$ cat src/rtl/ser_cfg_bank.sv
module ser_cfg_bank #(
  parameter int WORD_W     = 24,
  parameter int NREG       = 8,
  parameter int CTRL_ADDR  = 6,
  parameter int TGT_ADDR   = 0,
  parameter int CAL_BIT    = 10,
  parameter int TC_LO      = 3,
  parameter int TC_W       = 4,
  parameter int TGT_LO     = 16,
  parameter int TGT_W      = 8,
  parameter logic [7:0] TGT_GOOD = 8'h0C,
  parameter int CAL_CYCLES = 600
) (
  input  logic                     clk,
  input  logic                     rst_n,
  input  logic                     sclk,
  input  logic                     sdat,
  input  logic                     slatch,
  output logic [NREG*WORD_W-1:0]   cfg_flat,
  output logic                     cal_busy,
  output logic                     cal_valid
);
  localparam int AW  = $clog2(NREG);
  localparam int CW  = $clog2(CAL_CYCLES);
  localparam int BCW = $clog2(WORD_W) + 1;

  logic [2:0]        clk_s, lat_s;
  logic [1:0]        dat_s;
  logic [WORD_W-1:0] sh;
  logic [BCW-1:0]    bcnt;
  logic [WORD_W-1:0] regs [NREG];
  logic [CW-1:0]     ccnt;
  logic [TC_W-1:0]   res_q;
  logic              ok_q;

  wire sclk_rise = clk_s[1] & ~clk_s[2];
  wire lat_rise  = lat_s[1] & ~lat_s[2];
  wire commit    = lat_rise && (bcnt == BCW'(WORD_W));
  wire [AW-1:0] addr = sh[AW-1:0];
  wire wr_ctrl   = commit && (addr == AW'(CTRL_ADDR));
  wire start     = wr_ctrl && !cal_busy && sh[CAL_BIT];
  wire done      = cal_busy && (ccnt == CW'(CAL_CYCLES - 1));
  wire tc_diff   = sh[TC_LO +: TC_W] != regs[CTRL_ADDR][TC_LO +: TC_W];
  wire [TGT_W-1:0] tgt = regs[TGT_ADDR][TGT_LO +: TGT_W];
  wire [WORD_W-1:0] ctrl_q = regs[CTRL_ADDR];

  always_ff @(posedge clk or negedge rst_n) begin
    if (!rst_n) begin
      clk_s <= '0;
      lat_s <= '0;
      dat_s <= '0;
    end else begin
      clk_s <= {clk_s[1:0], sclk};
      lat_s <= {lat_s[1:0], slatch};
      dat_s <= {dat_s[0], sdat};
    end
  end

  always_ff @(posedge clk or negedge rst_n) begin
    if (!rst_n) begin
      sh   <= '0;
      bcnt <= '0;
    end else if (lat_rise) begin
      bcnt <= '0;
    end else if (sclk_rise) begin
      sh <= {sh[WORD_W-2:0], dat_s[1]};
      if (bcnt <= BCW'(WORD_W)) bcnt <= bcnt + 1'b1;
    end
  end

  always_ff @(posedge clk or negedge rst_n) begin
    if (!rst_n) begin
      for (int i = 0; i < NREG; i++) regs[i] <= '0;
    end else begin
      if (commit && !(wr_ctrl && cal_busy)) regs[addr] <= sh;
      if (done) begin
        regs[CTRL_ADDR][CAL_BIT] <= 1'b0;
        regs[CTRL_ADDR][TC_LO +: TC_W] <= res_q;
      end
    end
  end

  always_ff @(posedge clk or negedge rst_n) begin
    if (!rst_n) begin
      cal_busy  <= 1'b0;
      cal_valid <= 1'b0;
      ccnt      <= '0;
      res_q     <= '0;
      ok_q      <= 1'b0;
    end else begin
      if (start) begin
        cal_busy  <= 1'b1;
        cal_valid <= 1'b0;
        ccnt      <= '0;
        res_q     <= tgt[TC_W-1:0];
        ok_q      <= (tgt == TGT_W'(TGT_GOOD));
      end else if (done) begin
        cal_busy  <= 1'b0;
        cal_valid <= ok_q;
      end else begin
        if (cal_busy) ccnt <= ccnt + 1'b1;
        if (wr_ctrl && !cal_busy && tc_diff) cal_valid <= 1'b0;
      end
    end
  end

  for (genvar g = 0; g < NREG; g++) begin : g_out
    assign cfg_flat[g*WORD_W +: WORD_W] = regs[g];
  end
endmodule


$ cat config.mk
export PLATFORM = sky130hd
export DESIGN_NAME = ser_cfg_bank
export DESIGN_NICKNAME = d
export VERILOG_FILES = /design/src/rtl/ser_cfg_bank.sv
export SDC_FILE = /design/constraint.sdc
export NUM_CORES = 1
export LEC_CHECK = 0
export BUFFER_PORTS_ARGS = -buffer_cell sky130_fd_sc_hd__buf_2
export CAP_MARGIN = 20
export CORE_ASPECT_RATIO = 1.5
export CORE_MARGIN = 3
export CORE_UTILIZATION = 30
export DETAILED_ROUTE_END_ITERATION = 8
export SYNTH_ARGS = -nofsm -noshare
export SYNTH_HDL_FRONTEND = slang
export SYNTH_SLANG_ARGS = --single-unit
$ cat constraint.sdc
create_clock -name clk -period 1.9 [get_ports clk]
set_input_delay 0.095 -clock clk [delete_from_list [all_inputs] [get_ports clk]]
set_output_delay 0.095 -clock clk [all_outputs]
set_load 0.03 [all_outputs]
==> results.md, run 1 <==
- Top cell type's share of synthesized area: between 60% and 70%
- FP Rows: slightly below 80
- Unrepaired setup endpoints after global routing: yes
- Post-Syn Area per Cell: between 10 and 15 µm²
- Simple-gate share of the synthesized area: around 8.5%
- RD Place Congestion: about 0.78
- Max clock buf depth: 3
- Layout overhead on the synthesized area: 30.01%
- Hold WC Path Type: primary input to asynchronous set/reset pin
- Fin crit period: between 1.5 and 2 ns
- Slew @ Worst Pin: 0.5796 ns
- Die Area: 34,220 µm²
- Finished Layout Cells: ~1,300
- First DRT Iteration DRCs: approximately 190
- XOR/XNOR share of the synthesized area: ~1.3%
- CTS tree: yes
- Post-synth EDFFs: 0
- Arrival time worst endpoint: between 2 and 2.5 ns
- Power Dens Cells: approximately 920 nW/µm²
- Area share of fa/ha/maj cells after synthesis: less than 1%
- Syn_nets: ~670
- # diodes: 0
- PortBufs: 198
- Final-report max-slew violation count: 0
- Yosys top cell by area: dfrtp_1
- Die Ht: 225.1 µm
- Crit path max-delay family: simple AND/OR/NAND/NOR gates
- H-Tree Depth: 1
- R2R cell count: 8
- Critical path origin: bcnt[0]
- FF-to-FF setup slack: -0.04 ns
- WS Path Type: flop to flop
- Critical path buffer and inverter count: 3
- Synth Warn #: 0
- Post-Place Cells: about 1,300
- Antenna Violating Nets Remaining: 0
- Clock root buffer: clkbuf_16
- Worst Setup EP: cfg_flat[45]
- Distinct cells, synth: 45
- Initial Util: 30.72%
- Core Box Area: between 30,000 and 40,000 µm²
- Via total after detailed routing: 5,973
- # DRC: 0
- Area contributors post-synth: dfrtp_1 64%, mux2_2 20%, nand2_1 2.2%
- Setup violators final: 36
- Seq/Total Area, Yosys: between 60% and 70%
- P_leak: between 6 and 7 nW
- Pre-antenna DRT Iters: 4
- Grt ovf: 0
- Critical Path, Cell by Cell: inv_2 -> ha_4 -> and4bb_4 -> nand3b_4 -> nor3b_4 -> buf_4 -> buf_6 -> mux2_2
- Clock-pin slew on the worst setup and hold paths: roughly 0.070 ns
- CP max FO: 8
- Final hold violation count: 0
- Crit-path slowest cell: dfrtp_1
- Clock skew: between 0.01 and 0.015 ns
- Vias in the first global route: roughly 6,400
- Antenna violations before repair: 0
- Crit Reg-Reg Endpoint: cfg_flat[45]
- Total track usage: between 10% and 20%
- R2r startpoint: bcnt[0]
- Ys flop type: dfrtp_1
- Crit-path max cell delay: between 0.3 and 0.4 ns
- Final critical-path setup slack: -0.04267 ns
- CTS Buf Count: 24
- Clk sink count: ~250
- Nets: slightly above 900
- VDD IR max: 0.0007976 V
- Critical path depth in cells: 8
- Compound-Gate Fraction of Synth Area: under 10%
- Share of layout cells above drive strength 1: between 50 and 60%
- WP data required: approximately 2.3 ns
- Largest family of logic cells by synthesized area: multiplexers
- Via density: ~4.5
- Failing checks: setup timing
- Filler cell count: 2,991
- Fmax: ~500 MHz
- Post-synthesis sequential element count: 247
- Multiplexer share of the synthesized area: about a fifth
- Status: finished with violations
- Routed len/inst: roughly 20 µm
- Setup TNS: -0.6105 ns
- Startpoint Class: flop
- Fraction of registers with async set or reset after synthesis: 100.0%
- Clock network latency to the later pin of the worst-skew pair: around 0.53 ns
- First-pass GRT wire length: 39,160 µm
- Largest net degree at the start of global routing: 59
- Post-Route WL: between 20,000 and 30,000 µm
- Setup crit end kind: flop
- Period utilization: 102.2%
- Pre-CTS WS: -0.05977 ns
- Max-Cap Viols: 0
- Syn Std Cell Area: approximately 9600 µm²
- Slew HR: around three fifths
- Overall die width: ~150 µm
- DP HPWL: 17,810 µm
- Boundary Pins: around 200
- Mapped Cells: between 600 and 700
## repair_timing
action | in CTS | in global routing
cloned | 1 | 2
pin swaps | 0 | 2
buffers inserted | 3 | 4
resized for setup | 7 | 33
endpoints found under the setup margin | 61 | 158
hold endpoints to repair | 211 | 0
hold buffers | 4 | 0
## cell usage in the layout, fill, tap and decap left out, types with 3 or more instances in the layout
| cell type | count |
|---|---|
| inv_1 | 9 |
| nand2_1 | 56 |
| mux2i_1 | 3 |
| and2_1 | 5 |
| clkbuf_1 | 3 |
| mux2_4 | 42 |
| xor2_1 | 8 |
| nand4_1 | 6 |
| nor3_1 | 3 |
| nor2b_1 | 11 |
| clkinvlp_4 | 3 |
| clkbuf_16 | 26 |
| nor3_4 | 3 |
| nand2b_1 | 8 |
| a22oi_1 | 4 |
| bufinv_16 | 4 |
| nor3b_4 | 3 |
| nand3_1 | 4 |
| mux2_2 | 132 |
| a21oi_1 | 3 |
| or2_2 | 5 |
| buf_2 | 197 |
| buf_4 | 40 |
| nor2_1 | 18 |
| dlygate4sd3_1 | 4 |
| buf_6 | 6 |
| xnor2_1 | 6 |
| dfrtp_1 | 247 |
| o21ai_0 | 10 |
| buf_12 | 11 |
## logic make-up (layout without fill, tap and decap cells)
kind of cell,count (synthesis),count (layout)
AOI/OAI and AO/OA,21,21
muxes,177,177
and+or+nand+nor,139,139
buffers and inverters,56,310
adders and majority gates,3,3
DFF,247,247
xor gates and xnor gates,14,14
## cell usage after synthesis, types with 2 or more instances
cell type	count
a21oi_1	3
a22oi_1	4
and2_1	5
and3_1	2
buf_2	12
buf_4	19
buf_6	4
clkbuf_1	10
dfrtp_1	247
ha_1	3
inv_1	11
mux2_1	3
mux2_2	171
mux2i_1	3
nand2_1	56
nand2b_1	8
nand3_1	4
nand4_1	6
nor2_1	18
nor2b_1	11
nor3_1	3
nor3_4	3
nor3b_4	2
nor4_1	2
o21ai_0	11
or2_2	5
xnor2_1	6
xor2_1	8
## per-stage QoR
step	util, %	power [mW]	cell area (µm²)	hold WS (ns)
floorplan	-	6.127	9673	-0.2006
global placement	36.48	6.544	11390	0.07221
detailed placement	36.48	6.558	11390	0.06727
CTS	39.46	11.66	12330	0.09279
global route	39.95	11.97	12480	0.09447
finish	39.95	11.49	12480	0.07744
## power breakdown
| group | leakage [nW] | total [mW] | switching, mW | internal, mW |
|---|---|---|---|---|
| clock | 0.389 | 5.04 | 2.05 | 2.99 |
| sequential | 3.41 | 5.76 | 0.365 | 5.39 |
| combinational | 3.06 | 0.693 | 0.384 | 0.309 |
## registers in the layout, indices dropped and copies added, names as in the netlist
signal / count
cfg_flat: 168
cal_busy: 1
ctrl_q: 24
sh: 24
ccnt: 10
cal_valid: 1
clk_s: 3
lat_s: 3
dat_s: 2
ok_q: 1
res_q: 4
bcnt: 6
## area by class of cell
type / count / area [µm²] / area share, %
Multi-Input combinational cell: 354 / 3274 / 26.24
Timing Repair Buffer: 260 / 1654 / 13.26
Clock buffer: 29 / 650.6 / 5.215
Inverter: 11 / 41.29 / 0.3309
Sequential cell: 247 / 6181 / 49.54
Tap cell: 405 / 506.7 / 4.061
Clock inverter: 10 / 168.9 / 1.354
## layer usage
metal / share of wire, % / routed length [µm] / GRT usage, % / vias up
met5: 0 / 0 / 0 / -
met4: 2.7 / 702 / 5.107 / 0
met3: 5.0 / 1277 / 2.901 / 39
met2: 52 / 13500 / 26.49 / 148
met1: 40 / 10230 / 17.10 / 3083
li1: - / - / - / 2703
## worst min-delay path by stage
| stage | start | depth (start not counted) | to | slack (ns) |
|---|---|---|---|---|
| after floorplan | rst_n | 0 | bcnt[0] | -0.20 |
| after global placement | rst_n | 1 | sh[0] | 0.07 |
| after detailed placement | rst_n | 1 | dat_s[1] | 0.07 |
| after CTS | rst_n | 2 | cfg_flat[17] | 0.09 |
| after global routing | rst_n | 2 | dat_s[1] | 0.09 |
| final | rst_n | 2 | dat_s[1] | 0.08 |
## worst reg2reg max path: stages, from the launching register on
cell and delay [ns]:
dfrtp_1 0.39, inv_2 0.08, ha_4 0.12, and4bb_4 0.25, nand3b_4 0.15, nor3b_4 0.21
buf_4 0.15, buf_6 0.14, mux2_2 0.34
Note: power is estimated with default switching activity, not from simulation.
==> run 2: changes to the inputs <==
==> constraint.sdc (replaced) <==
create_clock -name clk -period 2.4 [get_ports clk]
set_input_delay 0.12 -clock clk [delete_from_list [all_inputs] [get_ports clk]]
set_output_delay 0.12 -clock clk [all_outputs]
set_load 0.03 [all_outputs]
==> results.md, run 2 (synthesized netlist as in run 1, its figures left out) <==
- Status: completed (was finished with violations)
- PortBufs: 198 (unchanged)
- Most frequent cells in the layout: 247 x dfrtp_1, 197 x buf_2, 171 x mux2_2, 56 x nand2_1, 27 x clkbuf_16 (was 247 x dfrtp_1, 197 x buf_2, 132 x mux2_2, 56 x nand2_1, 42 x mux2_4)
- Final hold violation count: 0 (unchanged)
- Antenna violations before repair: 0 (unchanged)
- Clk sink count: 247 (unchanged)
- Unrepaired setup endpoints after global routing: no (was yes)
- CTS tree: yes (unchanged)
- Antenna Violating Nets Remaining: 0 (unchanged)
- Initial Util: 30.72% (unchanged)
- Final Util: 38.63% (was 39.95%)
- Overall die width: 152.0 µm (unchanged)
- Fmax: 457.2 MHz (was 514.8 MHz)
- Tot Pwr: 9.368 mW (was 11.49 mW)
- FF-to-FF setup slack: 0.21 ns (was -0.04 ns)
- Core Box Area: 31,240 µm² (unchanged)
- CTS Hold Buffers Added: 4 (unchanged)
- Post-CTS setup repair buffer count: 0 (was 3)
- Final-report max-slew violation count: 0 (unchanged)
- Hold WC Path Type: primary input to asynchronous set/reset pin (unchanged)
- Via density: 4.541 (was 4.539)
- # DRC: 0 (unchanged)
- FP Rows: 79 (unchanged)
- Die Area: 34,220 µm² (unchanged)
- RD Place Congestion: 0.7807 (was 0.7781)
- Min Hold Slack: 0.1068 ns (was 0.07744 ns)
- Nets: 871 (was 906)
- Clock-pin slew on the worst setup and hold paths: 0.06 ns (was 0.07 ns)
- Slew HR: 58.83% (was 61.36%)
- Layout overhead on the synthesized area: 25.74% (was 30.01%)
- Post-Route WL: 24,590 µm (was 25,710 µm)
- Post_cts resized: 0 (was 7)
- Commonest non-fill, non-tap cell in the layout: dfrtp_1 (unchanged)
- Setup crit end kind: flop (unchanged)
- DP HPWL: 16,720 µm (was 17,810 µm)
- Total track usage: 14.12% (was 14.56%)
- Startpoint Class: flop (unchanged)
- H-Tree Depth: 1 (unchanged)
- First-pass GRT wire length: 38,180 µm (was 39,160 µm)
- WS Path Type: flop to flop (unchanged)
- Slew @ Worst Pin: 0.6163 ns (was 0.5796 ns)
- Setup TNS: 0 ns (was -0.6105 ns)
- Power Dens Cells: 776.3 nW/µm² (was 920.8 nW/µm²)
- Largest net degree at the start of global routing: 61 (was 59)
- Boundary Pins: 199 (unchanged)
- Vias in the first global route: 6,154 (was 6,378)
- Grt ovf: 0 (unchanged)
- Clock root buffer: clkbuf_16 (unchanged)
- Max clock buf depth: 3 (unchanged)
- Pre-antenna DRT Iters: 4 (unchanged)
- R2R cell count: 6 (was 8)
- VDD IR max: 0.0004750 V (was 0.0007976 V)
- Max-Cap Viols: 0 (unchanged)
- P_leak: 6.682 nW (was 6.864 nW)
- WP data required: 2.81 ns (was 2.31 ns)
- Setup violators final: 0 (was 36)
- First DRT Iteration DRCs: 190 (was 189)
- Period utilization: 91.14% (was 102.2%)
- CTS Buf Count: 26 (was 24)
- Clock skew: 0.01427 ns (was 0.01265 ns)
- Share of layout cells above drive strength 1: 51.53% (was 53.79%)
- Routed len/inst: 19.09 µm (was 19.54 µm)
- Via total after detailed routing: 5,849 (was 5,973)
- Max reg flops: 168 (unchanged)
- Die Ht: 225.1 µm (unchanged)
- Clock network latency to the later pin of the worst-skew pair: 0.54 ns (was 0.53 ns)
- # diodes: 0 (unchanged)
- Arrival time worst endpoint: 2.60 ns (was 2.36 ns)
- Fin crit period: 2.187 ns (was 1.943 ns)
- CP max FO: 24 (was 8)
- Crit Reg-Reg Endpoint: cfg_flat[171] (was cfg_flat[45])
- R2r startpoint: bcnt[0] (unchanged)
## run 2: cell count changes in the layout (fill, tap and decap cells not counted), moves of 2 or more
cell      before  now
buf_12        11    8
buf_4         40   13
buf_6          6    0
clkbuf_8       1    9
clkinv_2       0    2
inv_1          9   11
inv_2          2    0
mux2_1         0    3
mux2_2       132  171
mux2_4        42    0
## run 2: layout make-up
type	instances	area, µm²
Tap cell	405	506.7
Clock inverter	9	132.6
Clock buffer	39	810.8
Timing Repair Buffer	223	1299
Multi-Input combinational cell	354	3095
Fill cell	3029	19170
Sequential cell	247	6181
Inverter	11	41.29
## run 2: worst max-delay path, cell delays in order, from the launching register on
cell      delay [ns]
dfrtp_1         0.40
inv_1           0.09
ha_1            0.17
and4bb_4        0.29
and2_4          0.19
nand4_4         0.46
mux2_2          0.46
## run 2: worst max path at each step
stage | startpoint | endpoint | slack (ns) | depth (start not counted)
after floorplan | bcnt[0] | cfg_flat[102] | 0.42 | 7
after global placement | bcnt[0] | cfg_flat[187] | 0.24 | 6
after detailed placement | bcnt[0] | cfg_flat[181] | 0.20 | 6
after CTS | bcnt[0] | cfg_flat[171] | 0.19 | 6
after global routing | bcnt[0] | cfg_flat[190] | 0.09 | 6
final | bcnt[0] | cfg_flat[171] | 0.21 | 6
## run 2: metrics by stage
step,cell area [µm²],worst slack (ns),cells
after global placement,11080,0.2448,1236
final,12070,0.2126,1288
after global routing,12070,0.09075,1288
after detailed placement,11080,0.2033,1236
after floorplan,9597,0.4245,657
after CTS,12070,0.1862,1288
## run 2: metal layers
metal | share of wire (%) | wire [µm] | track usage [%]
met1 | 39 | 9668 | 16.68
met2 | 53 | 13010 | 25.79
met3 | 5.1 | 1264 | 2.824
met4 | 2.6 | 648 | 4.556
met5 | 0 | 0 | 0
## run 2: report_power, final
part           internal, mW  switching [mW]
logic                 0.189           0.225
clock network          2.66            1.68
registers              4.27           0.345
total                  7.12            2.25
==> run 3: changes to the inputs <==
--- a/config.mk
+++ b/config.mk
@@ -10,6 +10,7 @@
 export CORE_ASPECT_RATIO = 1.5
 export CORE_MARGIN = 3
 export CORE_UTILIZATION = 30
+export CTS_BUF_LIST = sky130_fd_sc_hd__clkbuf_4 sky130_fd_sc_hd__clkbuf_8 sky130_fd_sc_hd__clkbuf_16
 export DETAILED_ROUTE_END_ITERATION = 8
 export SYNTH_ARGS = -nofsm -noshare
 export SYNTH_HDL_FRONTEND = slang
==> results.md, run 3 (synthesized netlist as in run 1, its figures left out) <==
- Final Util: 38.67% (was 38.63%)
- Antenna violations before repair: 0 (unchanged)
- WS Path Type: flop to flop (unchanged)
- Die Ht: 225.1 µm (unchanged)
- Sw Share: 23.94% (was 24.03%)
- Via total after detailed routing: 5,849 (unchanged)
- First DRT Iteration DRCs: 186 (was 190)
- Min Hold Slack: 0.1068 ns (about the same)
- Slew @ Worst Pin: 0.6163 ns (unchanged)
- PortBufs: 198 (unchanged)
- Clock-pin slew on the worst setup and hold paths: 0.06 ns (about the same)
- First-pass GRT wire length: 38,180 µm (unchanged)
- Power Dens Cells: 778.5 nW/µm² (was 776.3 nW/µm²)
- Crit Reg-Reg Endpoint: cfg_flat[171] (unchanged)
- # DRC: 0 (unchanged)
- CTS tree: yes (unchanged)
- R2r startpoint: bcnt[0] (unchanged)
- Core Box Area: 31,240 µm² (unchanged)
- Fmax: 457.1 MHz (was 457.2 MHz)
- P_leak: 6.693 nW (was 6.682 nW)
- Arrival time worst endpoint: 2.60 ns (about the same)
- Setup TNS: 0 ns (unchanged)
- Crit-path slowest cell: nand4_4 (unchanged)
- Final-report max-slew violation count: 0 (unchanged)
- Grt ovf: 0 (unchanged)
- R2R cell count: 6 (unchanged)
- Initial Util: 30.72% (unchanged)
- CTS Buf Count: 26 (unchanged)
- VDD IR max: 0.0004750 V (about the same)
- Overall die width: 152.0 µm (unchanged)
- Tot Pwr: 9.402 mW (was 9.368 mW)
- Vias in the first global route: 6,154 (unchanged)
- Clock skew: 0.01427 ns (about the same)
- Commonest non-fill, non-tap cell in the layout: dfrtp_1 (unchanged)
- # diodes: 0 (unchanged)
- Filler cell count: 3,025 (was 3,029)
- CP max FO: 24 (unchanged)
- Setup crit end kind: flop (unchanged)
- Clock root buffer: clkbuf_16 (unchanged)
- Reg power frac: 49.1% (was 49.3%)
- Period utilization: 91.15% (was 91.14%)
- Most frequent cells in the layout: 247 x dfrtp_1, 197 x buf_2, 171 x mux2_2, 56 x nand2_1, 27 x clkbuf_16 (unchanged)
- Max reg flops: 168 (unchanged)
- Critical path buffer and inverter count: 1 (unchanged)
- Antenna Violating Nets Remaining: 0 (unchanged)
- Clk sink count: 247 (unchanged)
- Fin crit period: 2.188 ns (was 2.187 ns)
- Sw Pwr: 2.251 mW (about the same)
- Startpoint Class: flop (unchanged)
- FF-to-FF setup slack: 0.21 ns (about the same)
- WP data required: 2.81 ns (about the same)
- Via density: 4.541 (unchanged)
- Status: completed (unchanged)
- Hold WC Path Type: primary input to asynchronous set/reset pin (unchanged)
- Pint: 7.151 mW (was 7.117 mW)
- Max clock buf depth: 3 (unchanged)
- Clock share of power: 46.5% (was 46.3%)
- Critical Path, Cell by Cell: inv_1 -> ha_1 -> and4bb_4 -> and2_4 -> nand4_4 -> mux2_2 (unchanged)
- Total track usage: 14.12% (unchanged)
- Logic pwr share: 4.4% (about the same)
- Nets: 871 (unchanged)
- Placed cell areas: 11,080 µm² (unchanged)
- Largest net degree at the start of global routing: 61 (unchanged)
- Post-Route WL: 24,580 µm (was 24,590 µm)
- Crit path max-delay family: simple AND/OR/NAND/NOR gates (unchanged)
- Crit-path max cell delay: 0.46 ns (about the same)
- Final instance area: 12,080 µm² (was 12,070 µm²)
- Die Area: 34,220 µm² (unchanged)
- Clock network latency to the later pin of the worst-skew pair: 0.54 ns (about the same)
- Share of layout cells above drive strength 1: 51.87% (was 51.53%)
- RD Place Congestion: 0.7807 (unchanged)
- Unrepaired setup endpoints after global routing: no (unchanged)
- Final hold violation count: 0 (unchanged)
- Layout overhead on the synthesized area: 25.85% (was 25.74%)
- Pre-antenna DRT Iters: 4 (unchanged)
- Routed len/inst: 19.09 µm (about the same)
- Setup violators final: 0 (unchanged)
- Max-Cap Viols: 0 (unchanged)
- Post_cts resized: 0 (unchanged)
- Boundary Pins: 199 (unchanged)
- H-Tree Depth: 1 (unchanged)
- Slew HR: 58.83% (unchanged)
- FP Rows: 79 (unchanged)
- DP HPWL: 16,720 µm (unchanged)
==> run 3: power by group through the flow <==
stage / logic [mW] / clock network (mW) / registers (mW)
3_5_place_dp: 0.425 / 0 / 4.70
5_1_grt: 0.468 / 4.67 / 4.65
4_1_cts: 0.432 / 4.53 / 4.62
6_report: 0.414 / 4.37 / 4.61
2_1_floorplan: 0.447 / 0 / 4.39
3_3_place_gp: 0.417 / 0 / 4.70
==> run 3: worst max-delay path by stage <==
stage	from	endpoint	slack (ns)	depth (start not counted)
floorplan	bcnt[0]	cfg_flat[102]	0.42	7
global placement	bcnt[0]	cfg_flat[187]	0.24	6
detailed placement	bcnt[0]	cfg_flat[181]	0.20	6
CTS	bcnt[0]	cfg_flat[171]	0.19	6
global route	bcnt[0]	cfg_flat[190]	0.09	6
finish	bcnt[0]	cfg_flat[171]	0.21	6
==> run 3: metrics by stage <==
step,instances,setup slack (ns)
after floorplan,657,0.4245
final,1288,0.2123
after global routing,1288,0.09075
after CTS,1288,0.1862
after global placement,1236,0.2448
after detailed placement,1236,0.2033
==> run 3: layer usage <==
layer  global-route usage (%)  share of wire [%]  vias to the layer above
met5                        0                  0                        -
met4                    4.556                2.6                        0
met3                    2.824                5.0                       36
met2                    25.79                 53                      152
met1                    16.68                 39                     3017
li1                         -                  -                     2644
==> run 3: area by class of cell <==
type / count / area, µm² / share of cell area [%]
Multi-Input combinational cell: 354 / 3095 / 25.63
Timing Repair Buffer: 223 / 1299 / 10.75
Inverter: 11 / 41.29 / 0.3419
Clock buffer: 39 / 822.0 / 6.806
Tap cell: 405 / 506.7 / 4.196
Sequential cell: 247 / 6181 / 51.18
Clock inverter: 9 / 132.6 / 1.098
==> run 3: timing repair <==
item | in CTS | in global routing
setup buffers | 0 | 0
hold buffers | 4 | 0
endpoints found under the hold margin | 160 | 0
setup endpoints to repair | 0 | 0
